File: config.mk
export PLATFORM = sky130hd
export DESIGN_NAME = radio_mode_seq
export DESIGN_NICKNAME = d
export VERILOG_FILES = /design/src/rtl/radio_seq_pkg.sv /design/src/rtl/rms_tick_gen.sv /design/src/rtl/rms_interval.sv /design/src/rtl/rms_ce_qual.sv /design/src/rtl/radio_mode_seq.sv
export SDC_FILE = /design/constraint.sdc
export NUM_CORES = 1
export LEC_CHECK = 0
export BUFFER_PORTS_ARGS = -buffer_cell sky130_fd_sc_hd__clkbuf_2
export CORE_MARGIN = 2
export CORE_UTILIZATION = 45
export DETAILED_ROUTE_END_ITERATION = 8
export SYNTH_ARGS = -nofsm -noshare
export SYNTH_HDL_FRONTEND = slang
export SYNTH_SLANG_ARGS = --single-unit
File: constraint.sdc
create_clock -name clk_i -period 2.45 [get_ports clk_i]
set_input_delay 0 -clock clk_i [delete_from_list [all_inputs] [get_ports clk_i]]
set_output_delay 0 -clock clk_i [all_outputs]
set_load 0.05 [all_outputs]
File: src/rtl/radio_seq_pkg.sv
package radio_seq_pkg;
  typedef enum logic [2:0] {
    M_OFF       = 3'd0,
    M_WAKE      = 3'd1,
    M_IDLE      = 3'd2,
    M_HOLD      = 3'd3,
    M_RX_SETTLE = 3'd4,
    M_TX_SETTLE = 3'd5,
    M_RX        = 3'd6,
    M_TX        = 3'd7
  } mode_e;
endpackage

File: src/rtl/rms_tick_gen.sv
module rms_tick_gen #(
  parameter int unsigned DIV = 16
) (
  input  logic clk_i,
  input  logic rst_ni,
  input  logic restart_i,
  output logic tick_o
);
  localparam int unsigned W = (DIV > 1) ? $clog2(DIV) : 1;

  logic [W-1:0] cnt_q;
  logic         last;

  assign last   = (cnt_q == W'(DIV - 1));
  assign tick_o = last;

  always_ff @(posedge clk_i or negedge rst_ni) begin
    if (!rst_ni)        cnt_q <= '0;
    else if (restart_i) cnt_q <= '0;
    else if (last)      cnt_q <= '0;
    else                cnt_q <= cnt_q + W'(1);
  end
endmodule

File: src/rtl/rms_interval.sv
module rms_interval #(
  parameter int unsigned W = 12
) (
  input  logic         clk_i,
  input  logic         rst_ni,
  input  logic         clr_i,
  input  logic         en_i,
  input  logic         tick_i,
  input  logic [W-1:0] limit_i,
  output logic         done_o
);
  logic [W-1:0] cnt_q;

  // done on the tick that completes limit_i ticks since clear
  assign done_o = en_i && tick_i && (cnt_q == limit_i - W'(1));

  always_ff @(posedge clk_i or negedge rst_ni) begin
    if (!rst_ni)                          cnt_q <= '0;
    else if (clr_i)                       cnt_q <= '0;
    else if (en_i && tick_i && !done_o)   cnt_q <= cnt_q + W'(1);
  end
endmodule

File: src/rtl/rms_ce_qual.sv
module rms_ce_qual #(
  parameter int unsigned MIN_TICKS = 10
) (
  input  logic clk_i,
  input  logic rst_ni,
  input  logic ce_i,
  input  logic tick_i,
  input  logic clr_i,
  output logic qual_o
);
  localparam int unsigned QW = $clog2(MIN_TICKS + 1);

  logic [QW-1:0] cnt_q;
  logic          armed_q;
  logic          full;

  assign full   = (cnt_q == QW'(MIN_TICKS));
  assign qual_o = armed_q || full;

  always_ff @(posedge clk_i or negedge rst_ni) begin
    if (!rst_ni)             cnt_q <= '0;
    else if (!ce_i)          cnt_q <= '0;
    else if (tick_i && !full) cnt_q <= cnt_q + QW'(1);
  end

  // keeps the qualification after ce falls, until standby
  always_ff @(posedge clk_i or negedge rst_ni) begin
    if (!rst_ni)    armed_q <= 1'b0;
    else if (clr_i) armed_q <= 1'b0;
    else if (full)  armed_q <= 1'b1;
  end
endmodule

File: src/rtl/radio_mode_seq.sv
module radio_mode_seq
  import radio_seq_pkg::*;
#(
  parameter int unsigned CLK_PER_US = 16,
  parameter int unsigned SETTLE_US  = 130,
  parameter int unsigned CE_MIN_US  = 10,
  parameter int unsigned TX_MAX_US  = 4000,
  parameter int unsigned WAKE_US    = 1
) (
  input  logic       clk_i,
  input  logic       rst_ni,
  input  logic       pwr_up_i,
  input  logic       prim_rx_i,
  input  logic       ce_i,
  input  logic       tx_empty_i,
  input  logic       pkt_done_i,
  output logic [2:0] mode_o,
  output logic       pll_en_o,
  output logic       tx_start_o,
  output logic       rx_start_o,
  output logic       tx_err_o
);
  localparam int unsigned SPAN_A = (SETTLE_US > WAKE_US) ? SETTLE_US : WAKE_US;
  localparam int unsigned SPAN   = (TX_MAX_US > SPAN_A) ? TX_MAX_US : SPAN_A;
  localparam int unsigned CW     = $clog2(SPAN + 1);

  mode_e   state_q, state_d;
  logic    restart, tick;
  logic    settle_done, wd_done, ce_ok;
  logic    in_settle, in_standby, in_tx;
  logic [CW-1:0] settle_lim;
  logic    tx_start_q, rx_start_q, err_q;

  assign in_settle  = (state_q == M_WAKE) || (state_q == M_RX_SETTLE) || (state_q == M_TX_SETTLE);
  assign in_standby = (state_q == M_OFF) || (state_q == M_WAKE) || (state_q == M_IDLE) ||
                      (state_q == M_HOLD);
  assign in_tx      = (state_q == M_TX);
  assign settle_lim = (state_q == M_WAKE) ? CW'(WAKE_US) : CW'(SETTLE_US);
  assign restart    = (state_d != state_q);

  rms_tick_gen #(.DIV(CLK_PER_US)) u_tick (
    .clk_i     (clk_i),
    .rst_ni    (rst_ni),
    .restart_i (restart),
    .tick_o    (tick)
  );

  rms_interval #(.W(CW)) u_settle (
    .clk_i   (clk_i),
    .rst_ni  (rst_ni),
    .clr_i   (restart),
    .en_i    (in_settle),
    .tick_i  (tick),
    .limit_i (settle_lim),
    .done_o  (settle_done)
  );

  rms_interval #(.W(CW)) u_tx_wd (
    .clk_i   (clk_i),
    .rst_ni  (rst_ni),
    .clr_i   (!in_tx),
    .en_i    (in_tx),
    .tick_i  (tick),
    .limit_i (CW'(TX_MAX_US)),
    .done_o  (wd_done)
  );

  rms_ce_qual #(.MIN_TICKS(CE_MIN_US)) u_ce_qual (
    .clk_i  (clk_i),
    .rst_ni (rst_ni),
    .ce_i   (ce_i),
    .tick_i (tick),
    .clr_i  (in_standby),
    .qual_o (ce_ok)
  );

  always_comb begin
    state_d = state_q;
    if (!pwr_up_i) begin
      state_d = M_OFF;
    end else begin
      unique case (state_q)
        M_OFF:  state_d = M_WAKE;
        M_WAKE: if (settle_done) state_d = M_IDLE;
        M_IDLE: begin
          if (ce_i && prim_rx_i)                    state_d = M_RX_SETTLE;
          else if (ce_i && !prim_rx_i && !tx_empty_i) state_d = M_TX_SETTLE;
        end
        M_HOLD: begin
          if (!ce_i)            state_d = M_IDLE;
          else if (prim_rx_i)   state_d = M_RX_SETTLE;
          else if (!tx_empty_i) state_d = M_TX_SETTLE;
        end
        M_RX_SETTLE: begin
          if (!ce_i)            state_d = M_IDLE;
          else if (settle_done) state_d = M_RX;
        end
        M_TX_SETTLE: begin
          if (!ce_i && !ce_ok)  state_d = M_IDLE;
          else if (settle_done) state_d = M_TX;
        end
        M_RX: begin
          if (!ce_i)                          state_d = M_IDLE;
          else if (!prim_rx_i && !tx_empty_i) state_d = M_TX_SETTLE;
          else if (!prim_rx_i)                state_d = M_IDLE;
        end
        M_TX: begin
          if (wd_done) begin
            state_d = M_IDLE;
          end else if (pkt_done_i) begin
            if (!ce_i)            state_d = M_IDLE;
            else if (prim_rx_i)   state_d = M_RX_SETTLE;
            else if (!tx_empty_i) state_d = M_TX;
            else                  state_d = M_HOLD;
          end
        end
        default: state_d = M_OFF;
      endcase
    end
  end

  always_ff @(posedge clk_i or negedge rst_ni) begin
    if (!rst_ni) begin
      state_q    <= M_OFF;
      tx_start_q <= 1'b0;
      rx_start_q <= 1'b0;
      err_q      <= 1'b0;
    end else begin
      state_q    <= state_d;
      tx_start_q <= (state_d == M_TX) &&
                    ((state_q == M_TX_SETTLE) || ((state_q == M_TX) && pkt_done_i));
      rx_start_q <= (state_d == M_RX) && (state_q == M_RX_SETTLE);
      if (in_tx && wd_done && pwr_up_i) err_q <= 1'b1;
    end
  end

  assign mode_o     = state_q;
  assign pll_en_o   = state_q[2];  // modes 4..7
  assign tx_start_o = tx_start_q;
  assign rx_start_o = rx_start_q;
  assign tx_err_o   = err_q;
endmodule

Yosys cells after proc, flatten, opt, wreduce, memory -nomap -nowiden
Index checks and enable logic that the tools add are counted.
{"block": "op_classes", "addsub": 5, "n_eq_ne": 16, "mux": 31, "reduce_logical": 34}
{"cell": "two-way mux 3 bit", "n": 19}
{"cell": "two-way mux 12 bit", "n": 4}
{"cell": "adder 12 x 1 -> 12 bit, second input constant", "n": 2}
{"cell": "one-hot mux 3 bit (8 select lines)", "n": 1}
{"cell": "== test 3 bit, second input constant", "n": 6}
{"cell": "logical AND 1 bit", "n": 17}
{"cell": "two-way mux 4 bit", "n": 4}
{"cell": "== test 12 bit", "n": 1}
{"cell": "== test 12 bit, second input constant", "n": 1}
{"cell": "subtractor 8 x 1 -> 9 bit, second input constant", "n": 1}
{"cell": "adder 4 x 1 -> 4 bit, second input constant", "n": 2}
{"cell": "== test 4 bit, second input constant", "n": 2}
{"cell": "two-way mux 8 bit", "n": 1}
{"cell": "zero test 1 bit", "n": 7}
{"cell": "logical OR 1 bit", "n": 7}
{"cell": "== test 3 x 2 -> 1 bit, second input constant", "n": 2}
{"cell": "inequality test 2 x 1 -> 1 bit, second input constant", "n": 2}
{"cell": "nonzero test 2 bit", "n": 2}
{"cell": "== test 3 x 1 -> 1 bit, second input constant", "n": 1}
{"cell": "zero test 3 bit", "n": 1}
{"cell": "inequality test 3 bit", "n": 1}
{"cell": "two-way mux 1 bit", "n": 2}
{"block": "totals", "register_bits": 39, "inputBits": 7, "output_inout_bits": 7}

Logic depth before layout (Yosys ltp)
Gate-level depths: netlist of run 1.
{"block": "logic_depth", "depth_word": 11, "depth_mapped": 9}

Cells and area by module
From an unflattened synthesis of run 1, not the netlist that was laid out.
{"block": "hier_totals", "hier_cells": 369, "area_unflattened_um2": 3352.0}
{"module": "rms_interval", "instances": 2, "cells_per_inst": 131, "area_each_um2": 1154.9}
{"module": "radio_mode_seq", "instances": 1, "cells_per_inst": 68, "area_each_um2": 591.8}
{"module": "rms_ce_qual", "instances": 1, "cells_per_inst": 24, "area_each_um2": 271.5}
{"module": "rms_tick_gen", "instances": 1, "cells_per_inst": 15, "area_each_um2": 178.9}

Worst setup path after synthesis of run 1
Ideal clock, no wire load.
{"block": "synth_path", "path_type": "reg-to-reg", "startpoint": "register state_q[2] (netlist: mode_o[2])", "endpoint": "register u_settle.cnt_q[5]", "arrival_time_ps": 1999, "required_time_ps": 2331, "slack_ps": 332, "path_stages_with_launch": 8, "period_less_slack_ps": 2118, "cell_sequence": "dfrtp_1 buf_2 nand3_1 and3b_1 or4b_1 nand4_2 buf_6 nor2_1"}
{"block": "synth_between", "elab_chain_len": 11}
{"item": "from (decl)", "line_no": "radio_mode_seq.sv:27", "source": "mode_e state_q, state_d;"}
{"item": "from (signal assigned)", "line_no": "radio_mode_seq.sv:129", "source": "state_q <= state_d;"}
{"item": "== test 3 x 1 -> 1 bit / == test 3 bit (equally long branches)", "line_no": "radio_mode_seq.sv:34, radio_mode_seq.sv:38, radio_mode_seq.sv:82"}
{"item": "two-way mux 8 bit / logical OR 1 bit (equally long branches)", "line_no": "radio_mode_seq.sv:38, radio_mode_seq.sv:34"}
{"item": "subtractor 8 x 1 -> 9 bit / logical OR 1 bit (equally long branches)", "line_no": "rms_interval.sv:15, radio_mode_seq.sv:34"}
{"item": "== test 12 bit / logical AND 1 bit (equally long branches)", "line_no": "rms_interval.sv:15, rms_interval.sv:20"}
{"item": "logical AND 1 bit", "line_no": "rms_interval.sv:15", "source": "assign done_o = en_i && tick_i && (cnt_q == limit_i - W'(1));"}
{"item": "two-way mux 3 bit (on tied branches)", "line_no": "radio_mode_seq.sv:100, radio_mode_seq.sv:96"}
{"item": "two-way mux 3 bit (on tied branches)", "line_no": "radio_mode_seq.sv:99, radio_mode_seq.sv:95"}
{"item": "one-hot mux 3 bit (8 select lines)", "line_no": "radio_mode_seq.sv:82", "source": "unique case (state_q)"}
{"item": "two-way mux 3 bit", "line_no": "radio_mode_seq.sv:79", "source": "if (!pwr_up_i) begin"}
{"item": "inequality test 3 bit", "line_no": "radio_mode_seq.sv:39", "source": "assign restart = (state_d != state_q);"}
{"item": "two-way mux 12 bit / nonzero test 2 bit (equally long branches)"}
{"item": "to (signal assigned)", "line_no": "rms_interval.sv:20", "source": "else if (en_i && tick_i && !done_o) cnt_q <= cnt_q + W'(1);"}
{"item": "to (decl)", "line_no": "rms_interval.sv:12", "source": "logic [W-1:0] cnt_q;"}
Several ways; a longest one is shown, not always the timed one.
A chain may end at the register's enable or synchronous reset.

Worst setup path in the final report of run 1
{"block": "layout_path", "startpoint": "register u_tick.cnt_q[0]", "endpoint": "register u_tick.cnt_q[3]"}
{"block": "layout_between", "elab_chain_len": 9}
{"item": "from (decl)", "line_no": "rms_tick_gen.sv:11", "source": "logic [W-1:0] cnt_q;"}
{"item": "from (signal assigned)", "line_no": "rms_tick_gen.sv:21", "source": "else cnt_q <= cnt_q + W'(1);"}
{"item": "== test 4 bit", "line_no": "rms_tick_gen.sv:14", "source": "assign last = (cnt_q == W'(DIV - 1));"}
{"item": "logical AND 1 bit (2 in series)", "line_no": "rms_interval.sv:15"}
{"item": "two-way mux 3 bit (on tied branches)", "line_no": "radio_mode_seq.sv:100, radio_mode_seq.sv:96"}
{"item": "two-way mux 3 bit (on tied branches)", "line_no": "radio_mode_seq.sv:99, radio_mode_seq.sv:95"}
{"item": "one-hot mux 3 bit (8 select lines)", "line_no": "radio_mode_seq.sv:82"}
{"item": "two-way mux 3 bit", "line_no": "radio_mode_seq.sv:79"}
{"item": "inequality test 3 bit", "line_no": "radio_mode_seq.sv:39"}
{"item": "two-way mux 4 bit *", "line_no": "rms_tick_gen.sv:19", "source": "else if (restart_i) cnt_q <= '0;"}
Every way passes the cells marked *; elsewhere a longest branch is shown, timed or not.

==> results.md, run 1 <==
- Vias in the first global route: roughly 1500
- Clock power frac: a little over a third
- Switching Fraction: between 20% and 30%
- Drt wl/cell: roughly 14 microns
- Residual DRC: 0
- CP Launch Type: flip-flop
- Comb power frac: around 7.7%
- Final setup viols: 0
- Critical setup path kind: reg2reg
- Largest net degree at the start of global routing: 40
- Max_cap viols: 0
- Post-Synth Adder-Cell Area: under 10%
- Post-DP HPWL: 3030 microns
- Fin Clk Skew: 7.46 ps
- H-tree Lvls: 2
- CP max FO: 16
- Synth warnings: 0
- Last weighted congestion value of the routability-driven placer: between 0.9 and 1
- P_sw: 0.281 mW
- CTS tree: done
- Share of cells above drive strength 1: a little over an eighth
- Hold WC Path Type: in2reg
- Post-Synth Simple-Gate Area: 28.2%
- Hold path depth: 2
- Die width: roughly 74 microns
- Smallest hold slack: 13.9 ps
- EDFF count, synth: 0
- Clock Sink Count: 39
- Crit path arrival time: about 2400 ps
- Met3 usage: under 10%
- Main combinational cell family by area after synthesis: simple AND/OR/NAND/NOR gates
- Worst setup EP type: flip-flop
- Asr flop ratio synth: 100%
- Inserted Diodes: 0
- Ys flop type: dfrtp_1
- Worst Path Buf+Inv: 0
- PwrDens: between 400 and 500 nW/um^2
- Slowest stage delay, CP: 410 ps
- Mux contribution to synthesized area: less than 1%
- Final cell count without fillers: a little over 300
- Critical-path cell list: ha_1, nand3_1, nor3_1, and3_1, o31ai_1, nand4_4, a311oi_1
- Worst relative slew slack: between 30% and 40%
- Detail Route Antenna Nets: 0
- Final WL: between 4000 and 5000 microns
- Number of clock buffers inserted by TritonCTS: 5
- First-pass GRT wire length: slightly above 7000 microns
- Vias post-DR: ~1700
- Met2 usage: roughly a quarter
- GR peak layer: met2
- Nets@finish: roughly 260
- Cells after Synth: approximately 230
- Netlist cell types: 49
- Tot Pwr: 1.19 mW
- R2R depth: 7
- Fmax: 0.450 GHz
- Worst path depth: 7
- Initial DRC Count: 86
- Post-synthesis xor/xnor area fraction: 10.4%
- Syn_area_per_cell: around 9.4 sq um
- Gr ovfl total: 0
- Cell row count: 25
- Status: complete, no violations
- Sequential fraction of design power: between 50% and 60%
- Pleak: about 1.1 nW
- IO Pins: 14
- Layout area overhead: 10.7%
- RSZ-0062 raised after global routing: no
- Root Driver: clkbuf_8
- Placed insts: ~300
- Worst Tran Pin Value: between 900 and 1000 ps
- Overall routing resource usage: 17.6%
- CTS Buffer Depth: 2
- DR vias/cell: roughly 5.5
- Final core utilization: 51.5%
- Max-slew violations: 0
- Post-Route Setup TNS: 0 ps
- Initial antenna violation count: 0
- Net Count, Synth: between 200 and 250
- Final hold violation count: 0
- Final Cycle Share: approximately 91%
- Clk Latency, worst-skew pair: just under 300 ps
- Slowest stage cell, crit path: dfrtp_1
- Core Region: 4690 sq um
- Reg clk slew, reported paths: approximately 80 ps
- TritonRoute pass-1 iters: 4
- Die ar.: roughly 5400 sq um
- Internal power: approximately 0.9 mW
- Starting density of the core: 46.5%
- Port Buf Inserts: 13
- Chip Height: between 70 and 80 microns
- Sequential fraction of the synthesis area: 44.8%
- Kind of cell adding the most delay to the critical path: simple AND/OR/NAND/NOR gates
- Register bit count reported by yosys: 39
- VDD IR max: 192 uV
- Fin crit period: 2220 ps
- Met1 GRT Util: between 20 and 25%
- CP required: 2640 ps
- Compound-gate portion of the synthesized area: 9.47%
- Filler cell count: around 460
- Mapped cell area: about 2200 sq um
[cells by family after synthesis]
| group | after synthesis |
|---|---|
| simple gates | 115 |
| mux | 2 |
| xor+xnor | 26 |
| flops | 39 |
| buf+inv | 15 |
| fa+ha+maj | 5 |
| compound gates | 29 |
[cell type report]
type	instances	area [sq um]	share of cell area [%]
Clock buffer	6	82.6	3.42
Sequential cell	39	976	40.4
Multi-Input combinational cell	177	1140	47.3
Clock inverter	1	5.00	0.207
Timing Repair Buffer	20	120	4.97
Inverter	6	22.5	0.933
Tap cell	54	67.6	2.80
[placed cells by master, fill, tap and decap left out, drive strengths merged, types with 4 or more instances in the layout]
master  netlist  final
and3          8      8
buf           6      6
clkbuf        3     19
dfrtp        39     39
ha            5      5
inv           5      5
nand2        19     19
nand3        11     11
nand4         9      9
nor2         37     37
nor3          8      8
nor4          4      4
o21ai         6      6
xnor2         8      8
xor2         18     18
[worst paths after layout]
path / slack (ps) / to / startpoint
min: 10 / tx_err_o / pwr_up_i
max: 230 / u_tick.cnt_q[3] / u_tick.cnt_q[0]
min reg2reg: 460 / tx_err_o / tx_err_o
min in group asynchronous: 410 / u_tx_wd.cnt_q[2] / rst_ni
max reg2reg: 230 / u_tick.cnt_q[3] / u_tick.cnt_q[0]
max in group asynchronous: 1450 / u_tx_wd.cnt_q[11] / rst_ni
[metal layers]
metal	share of wire [%]	routed length, microns
met2	44	1870
met4	1.5	64
met1	50	2110
met3	3.8	159
met5	0	0
[repair_timing]
action,in CTS,in global routing
setup buffers,0,0
hold buffers,1,0
hold endpoints to repair,39,0
resized for setup,0,1
endpoints found under the setup margin,0,6
[synth_stat cells, types with 2 or more instances]
cell	number	area, sq um
mux2i_1	2	20.0
o31ai_1	3	22.5
dfrtp_1	39	976
xnor2_1	8	70.1
nand2b_1	2	12.5
and3b_1	3	26.3
a21o_1	3	22.5
nor2_1	37	139
o21ai_0	6	30.0
o21a_1	2	15.0
buf_2	4	20.0
and3_1	8	50.1
xor2_1	18	158
nor4_1	2	12.5
inv_1	5	18.8
ha_1	5	62.6
nand2_1	19	71.3
a21oi_1	2	10.0
nor2b_1	2	12.5
nand3_1	11	55.1
a211oi_1	3	22.5
and4_1	3	26.3
nor3_1	8	40.0
clkbuf_1	3	11.3
nand4_1	8	50.1
and2_1	2	12.5
[metrics by stage]
stage               cell area (sq um)  worst slack [ps]
CTS                              2410               130
global placement                 2310               150
finish                           2410               230
detailed placement               2310               157
floorplan                        2180               332
global route                     2410              66.4
[registers in the layout, indices dropped and copies added (netlist names)]
register	cells
tx_err_o	1
u_tick.cnt_q	4
rx_start_o	1
u_ce_qual.cnt_q	4
u_ce_qual.armed_q	1
u_tx_wd.cnt_q	12
tx_start_o	1
mode_o	3
u_settle.cnt_q	12
[worst reg2reg max path, stage by stage (launching register included)]
cell and delay (ps):
dfrtp_1 410, ha_1 280, nand3_1 130, nor3_1 100, and3_1 250, o31ai_1 360
nand4_4 320, a311oi_1 270
[power by group through the flow]
stage / Sequential [mW] / Combinational [mW] / Clock (mW)
floorplan: 0.677 / 0.0546 / 0
global placement: 0.674 / 0.0909 / 0
detailed placement: 0.674 / 0.0898 / 0
CTS: 0.661 / 0.0915 / 0.455
global route: 0.663 / 0.104 / 0.485
finish: 0.662 / 0.0914 / 0.433
Power figures use the tool's default switching activity.
==> inputs of run 2 (changes only) <==
==> constraint.sdc (replaced) <==
create_clock -name clk_i -period 2.45 [get_ports clk_i]
set_input_delay 0 -clock clk_i [delete_from_list [all_inputs] [get_ports clk_i]]
set_output_delay 0 -clock clk_i [all_outputs]
set_load 0.1 [all_outputs]
==> run 2 against run 1 <==
  * Combinational power grew 9%
  * Die area is the same
  * Non-clock buffer count grew 3
  * Highest routed layer unchanged
  * Largest cell class unchanged
  * Sequential share of layout area shrank 0.28 points
  * Largest power group unchanged
  * Global-route usage grew 0.57 points
  * Worst hold slack gained 15 ps
==> results.md, run 2 (synthesis results as in run 1) <==
- Final setup viols: 0
- Pleak: 1.11 nW
- Core Region: between 4000 and 5000 sq um
- Fin crit period: 2240 ps
- Starting density of the core: between 40% and 50%
- PwrDens: around 480 nW/um^2
- Overall routing resource usage: between 10% and 20%
- DR vias/cell: about 5.6
- Max-slew violations: 0
- Final cell count without fillers: 307
- CTS Buffer Depth: 2
- Crit path to: u_tick.cnt_q[0]
- Number of clock buffers inserted by TritonCTS: 5
- Flop-to-flop setup slack: between 200 and 250 ps
- Reg clk slew, reported paths: 70 ps
- Die ar.: between 5000 and 6000 sq um
- Critical setup path kind: reg2reg
- Gr ovfl total: 0
- Pre-CTS setup slack: 117 ps
- Residual DRC: 0
- Root Driver: clkbuf_8
- Worst path depth: 7
- Finished Cell Area: around 2400 sq um
- Fmax: 0.446 GHz
- Vias post-DR: around 1700
- Post-DP HPWL: around 3100 microns
- Clk Latency, worst-skew pair: 290 ps
- Top Registers: u_settle.cnt_q: 12 flops, u_tx_wd.cnt_q: 12 flops
- Largest net degree at the start of global routing: 28
- Clock Sink Count: 39
- Worst relative slew slack: between 50% and 60%
- Slowest stage delay, CP: 570 ps
- Tot Pwr: between 1 and 1.5 mW
- Crit path arrival time: between 2000 and 2500 ps
- Detail Route Antenna Nets: 0
- Critical-path cell list: ha_1, and4_1, nand4_1, and3b_1, or4b_1, nand4_4, nor3_1
- CTS tree: done
- Inserted Diodes: 0
- Hold WC Path Type: in2reg
- TritonRoute pass-1 iters: 4
- Drt wl/cell: approximately 14 microns
- Cell Area, Placed: around 2300 sq um
- Status: complete, no violations
- R2R depth: 7
- CP Launch Type: flip-flop
- Post-CTS Setup Bufs: 0
- Final hold violation count: 0
- Nets@finish: approximately 260
- Layout area overhead: 11.6%
- Die width: between 70 and 80 microns
- CP max FO: 16
- Final Cycle Share: about nine tenths
- VDD IR max: 258 uV
- Cell row count: 25
- Max_cap viols: 0
- Kind of cell adding the most delay to the critical path: simple AND/OR/NAND/NOR gates
- First-pass GRT wire length: between 7000 and 8000 microns
- IO Pins: 14
- Placed insts: 297
- Worst Tran Pin Value: 687 ps
- Worst setup EP type: flip-flop
- H-tree Lvls: 2
- Commonest non-fill, non-tap cell in the layout: dfrtp_1
- Initial antenna violation count: 0
- Fin Clk Skew: 5.06 ps
- Chip Height: approximately 74 microns
- Final WS setup: ~210 ps
- Crit path from: u_tx_wd.cnt_q[0]
- Post-Route Setup TNS: 0 ps
- Slowest stage cell, crit path: or4b_1
- Last weighted congestion value of the routability-driven placer: between 0.8 and 0.9
- Commonest non-fill, non-tap cells in the layout: 38 x dfrtp_1, 37 x nor2_1, 19 x nand2_1, 18 x xor2_1, 13 x clkbuf_2
- Worst Path Buf+Inv: 0
- Vias in the first global route: 1622
- Reg2reg end: u_tick.cnt_q[0]
- RSZ-0062 raised after global routing: no
- Initial DRC Count: between 100 and 150
- Critical R2R Launch: u_tx_wd.cnt_q[0]
- Share of cells above drive strength 1: between 10 and 15%
- CP required: roughly 2600 ps
- Port Buf Inserts: 13
- Final WL: 4320 microns
run 2: worst register-to-register path: stages (launching register included):
cell	delay (ps)
dfrtp_1	390
ha_1	200
and4_1	280
nand4_1	140
and3b_1	210
or4b_1	570
nand4_4	240
nor3_1	80
run 2: worst min path at each step:
stage | startpoint | end | slack (ps) | depth (start not counted)
after floorplan | rst_ni | mode_o[0] | -300 | 0
after global placement | rst_ni | mode_o[1] | 80 | 1
after detailed placement | rst_ni | mode_o[1] | 80 | 1
after CTS | pkt_done_i | tx_start_o | 20 | 3
after global routing | pkt_done_i | tx_start_o | 40 | 3
final | pkt_done_i | tx_start_o | 30 | 3
run 2: timing repair:
| item | 4_1_cts | 5_1_grt |
|---|---|---|
| resized for setup | 0 | 1 |
| setup endpoints to repair | 0 | 16 |
| hold endpoints to repair | 26 | 0 |
| hold buffers | 2 | 0 |
run 2: per-layer routing:
metal | share of wire [%] | GRT usage, % | routed length (microns) | vias to the layer above
met1 | 50 | 24.9 | 2140 | 810
met2 | 44 | 27.8 | 1900 | 49
met5 | 0 | 0 | 0 | -
met3 | 4.0 | 4.12 | 173 | 13
met4 | 2.4 | 7.68 | 105 | 0
li1 | - | - | - | 849
run 2: stage by stage:
stage          utilization [%]  hold slack [ps]
2_1_floorplan                -             -296
5_1_grt                   51.9             36.2
3_3_place_gp              49.5             81.2
6_report                  51.9             28.7
3_5_place_dp              49.5             76.5
4_1_cts                   51.7             18.0
run 2: power breakdown:
group	total [mW]	internal [mW]	leakage, nW	switching [mW]
clock network	0.410	0.200	0.0422	0.210
logic	0.100	0.0350	0.532	0.0654
registers	0.663	0.652	0.539	0.0103
total	1.17	0.887	1.11	0.286
run 2: area by class of cell:
cell class,count,area (sq um)
Clock buffer,7,76.3
Inverter,6,22.5
Multi-Input combinational cell,177,1140
Timing Repair Buffer,23,145
Clock inverter,1,5.00
Tap cell,54,67.6
Sequential cell,39,977
Fill cell,431,2260
==> inputs of run 3 (changes only) <==
--- a/config.mk
+++ b/config.mk
@@ -9,6 +9,8 @@
 export CORE_MARGIN = 2
 export CORE_UTILIZATION = 45
 export DETAILED_ROUTE_END_ITERATION = 8
+export HOLD_SLACK_MARGIN = 0.15
+export SLEW_MARGIN = 25
 export SYNTH_ARGS = -nofsm -noshare
 export SYNTH_HDL_FRONTEND = slang
 export SYNTH_SLANG_ARGS = --single-unit
==> run 3 against run 2 <==
  * Worst setup slack barely moved
  * Fmax barely moved
  * Non-clock buffer count rose by 2
  * Critical path depth did not move
  * Worst hold slack improved by 220 ps
  * Via count rose by 0.12%
  * Register-to-register slack barely moved
  * Clock skew did not move
==> results.md, run 3 (synthesis results as in run 1) <==
- Critical setup path kind: reg2reg
- IO Pins: 14
- Die ar.: 5420 sq um
- Fin crit period: between 2000 and 2500 ps
- Starting density of the core: about 46%
- CP required: 2610 ps
- Core Region: around 4700 sq um
- Top Registers: u_settle.cnt_q: 12 flops, u_tx_wd.cnt_q: 12 flops
- Residual DRC: 0
- TritonRoute pass-1 iters: 4
- Number of clock buffers inserted by TritonCTS: 5
- Post-Route Setup TNS: 0 ps
- Largest net degree at the start of global routing: 28
- Gr ovfl total: 0
- CTS Buffer Depth: 2
- CTS tree: done
- VDD IR max: between 200 and 300 uV
- Status: complete, no violations
- Commonest non-fill, non-tap cells in the layout: 38 x dfrtp_1, 37 x nor2_1, 19 x nand2_1, 18 x xor2_1, 13 x clkbuf_2
- Layout area overhead: 12.6%
- Smallest hold slack: between 200 and 300 ps
- Cell Area, Placed: between 2000 and 2500 sq um
- H-tree Lvls: 2
- Drt wl/cell: between 10 and 15 microns
- Post-CTS Setup Bufs: 0
- Last weighted congestion value of the routability-driven placer: roughly 0.85
- Hold WC Path Type: in2reg
- CP max FO: 16
- Final WL: ~4300 microns
- Final hold violation count: 0
- Cell row count: 25
- Chip Height: 73.6 microns
- Fin Clk Skew: approximately 5.1 ps
- Worst relative slew slack: a little over half
- Fmax: about 0.45 GHz
- Finished Cell Area: between 2000 and 2500 sq um
- Root Driver: clkbuf_8
- RSZ-0062 raised after global routing: no
- Vias in the first global route: 1622
- Clock Sink Count: 39
- First-pass GRT wire length: 7580 microns
- Multi-input gate area: roughly 1100 sq um
- Inserted Diodes: 0
- Overall routing resource usage: 18.2%
- Final setup viols: 0
- Register area: between 900 and 1000 sq um
- Post-DP HPWL: ~3100 microns
- Flop-to-flop setup slack: 210 ps
- CP Launch Type: flip-flop
- Vias post-DR: roughly 1700
- Crit path arrival time: between 2000 and 2500 ps
- DR vias/cell: ~5.6
- Worst Tran Pin Value: between 600 and 700 ps
- Initial antenna violation count: 0
- Max-slew violations: 0
- Share of cells above drive strength 1: between 10% and 20%
- Initial DRC Count: approximately 110
- Clk Latency, worst-skew pair: a little under 300 ps
- Detail Route Antenna Nets: 0
- Worst setup EP type: flip-flop
- Final Cycle Share: 91.6%
- Filler cell count: 430
- Port Buf Inserts: 13
- Commonest non-fill, non-tap cell in the layout: dfrtp_1
- Reg clk slew, reported paths: 70 ps
- PwrDens: ~480 nW/um^2
- Die width: 73.6 microns
- Tot Pwr: 1.17 mW
- Pleak: 1.12 nW
- Max_cap viols: 0
- Nets@finish: between 200 and 300
[run 3: changes by cell type in the layout (fill, tap and decap cells not counted)]
| cell | delta |
|---|---|
| dlygate4sd3_1 | +2 |
[run 3: per-layer routing]
layer  track usage [%]  part of all wire [%]  routed length [microns]
met1              24.9                    51                     2180
met2              27.8                    44                     1890
met3              4.12                   3.4                      145
met4              7.68                   2.4                      104
met5                 0                     0                        0
[run 3: worst paths after layout]
check	from	end	cells after the start
max reg2reg	u_tx_wd.cnt_q[0]	u_tick.cnt_q[0]	7
max	u_tx_wd.cnt_q[0]	u_tick.cnt_q[0]	7
min reg2reg	tx_err_o	tx_err_o	1
min	tx_empty_i	mode_o[0]	4
max in group asynchronous	rst_ni	u_settle.cnt_q[2]	3
min in group asynchronous	rst_ni	u_settle.cnt_q[6]	2
[run 3: cell type report]
cell class                      count  area share (%)
Inverter                            6           0.917
Sequential cell                    39            39.8
Multi-Input combinational cell    177            46.5
Tap cell                           54            2.75
Clock buffer                        7            3.11
Timing Repair Buffer               25            6.73
Clock inverter                      1           0.204
[run 3: power breakdown]
part / internal, mW / total [mW] / switching [mW]
Sequential: 0.652 / 0.663 / 0.0103
Clock: 0.200 / 0.409 / 0.209
Combinational: 0.0370 / 0.103 / 0.0658
Total: 0.889 / 1.17 / 0.285
[run 3: critical path: stages, from the launching register on]
cell	delay, ps
dfrtp_1	390
ha_1	200
and4_1	280
nand4_1	140
and3b_1	210
or4b_1	570
nand4_4	240
nor3_1	80
[run 3: timing repair]
| action | CTS | global route |
|---|---|---|
| setup endpoints to repair | 0 | 16 |
| endpoints found under the hold margin | 33 | 0 |
| resized for setup | 0 | 1 |
| hold buffers | 4 | 0 |
[run 3: through the flow]
step,instances,setup slack [ps],util [%]
after floorplan,231,49.3,-
after global placement,297,115,49.5
after detailed placement,297,117,49.5
after CTS,309,84.5,52.1
after global routing,309,4.47,52.3
final,309,207,52.3
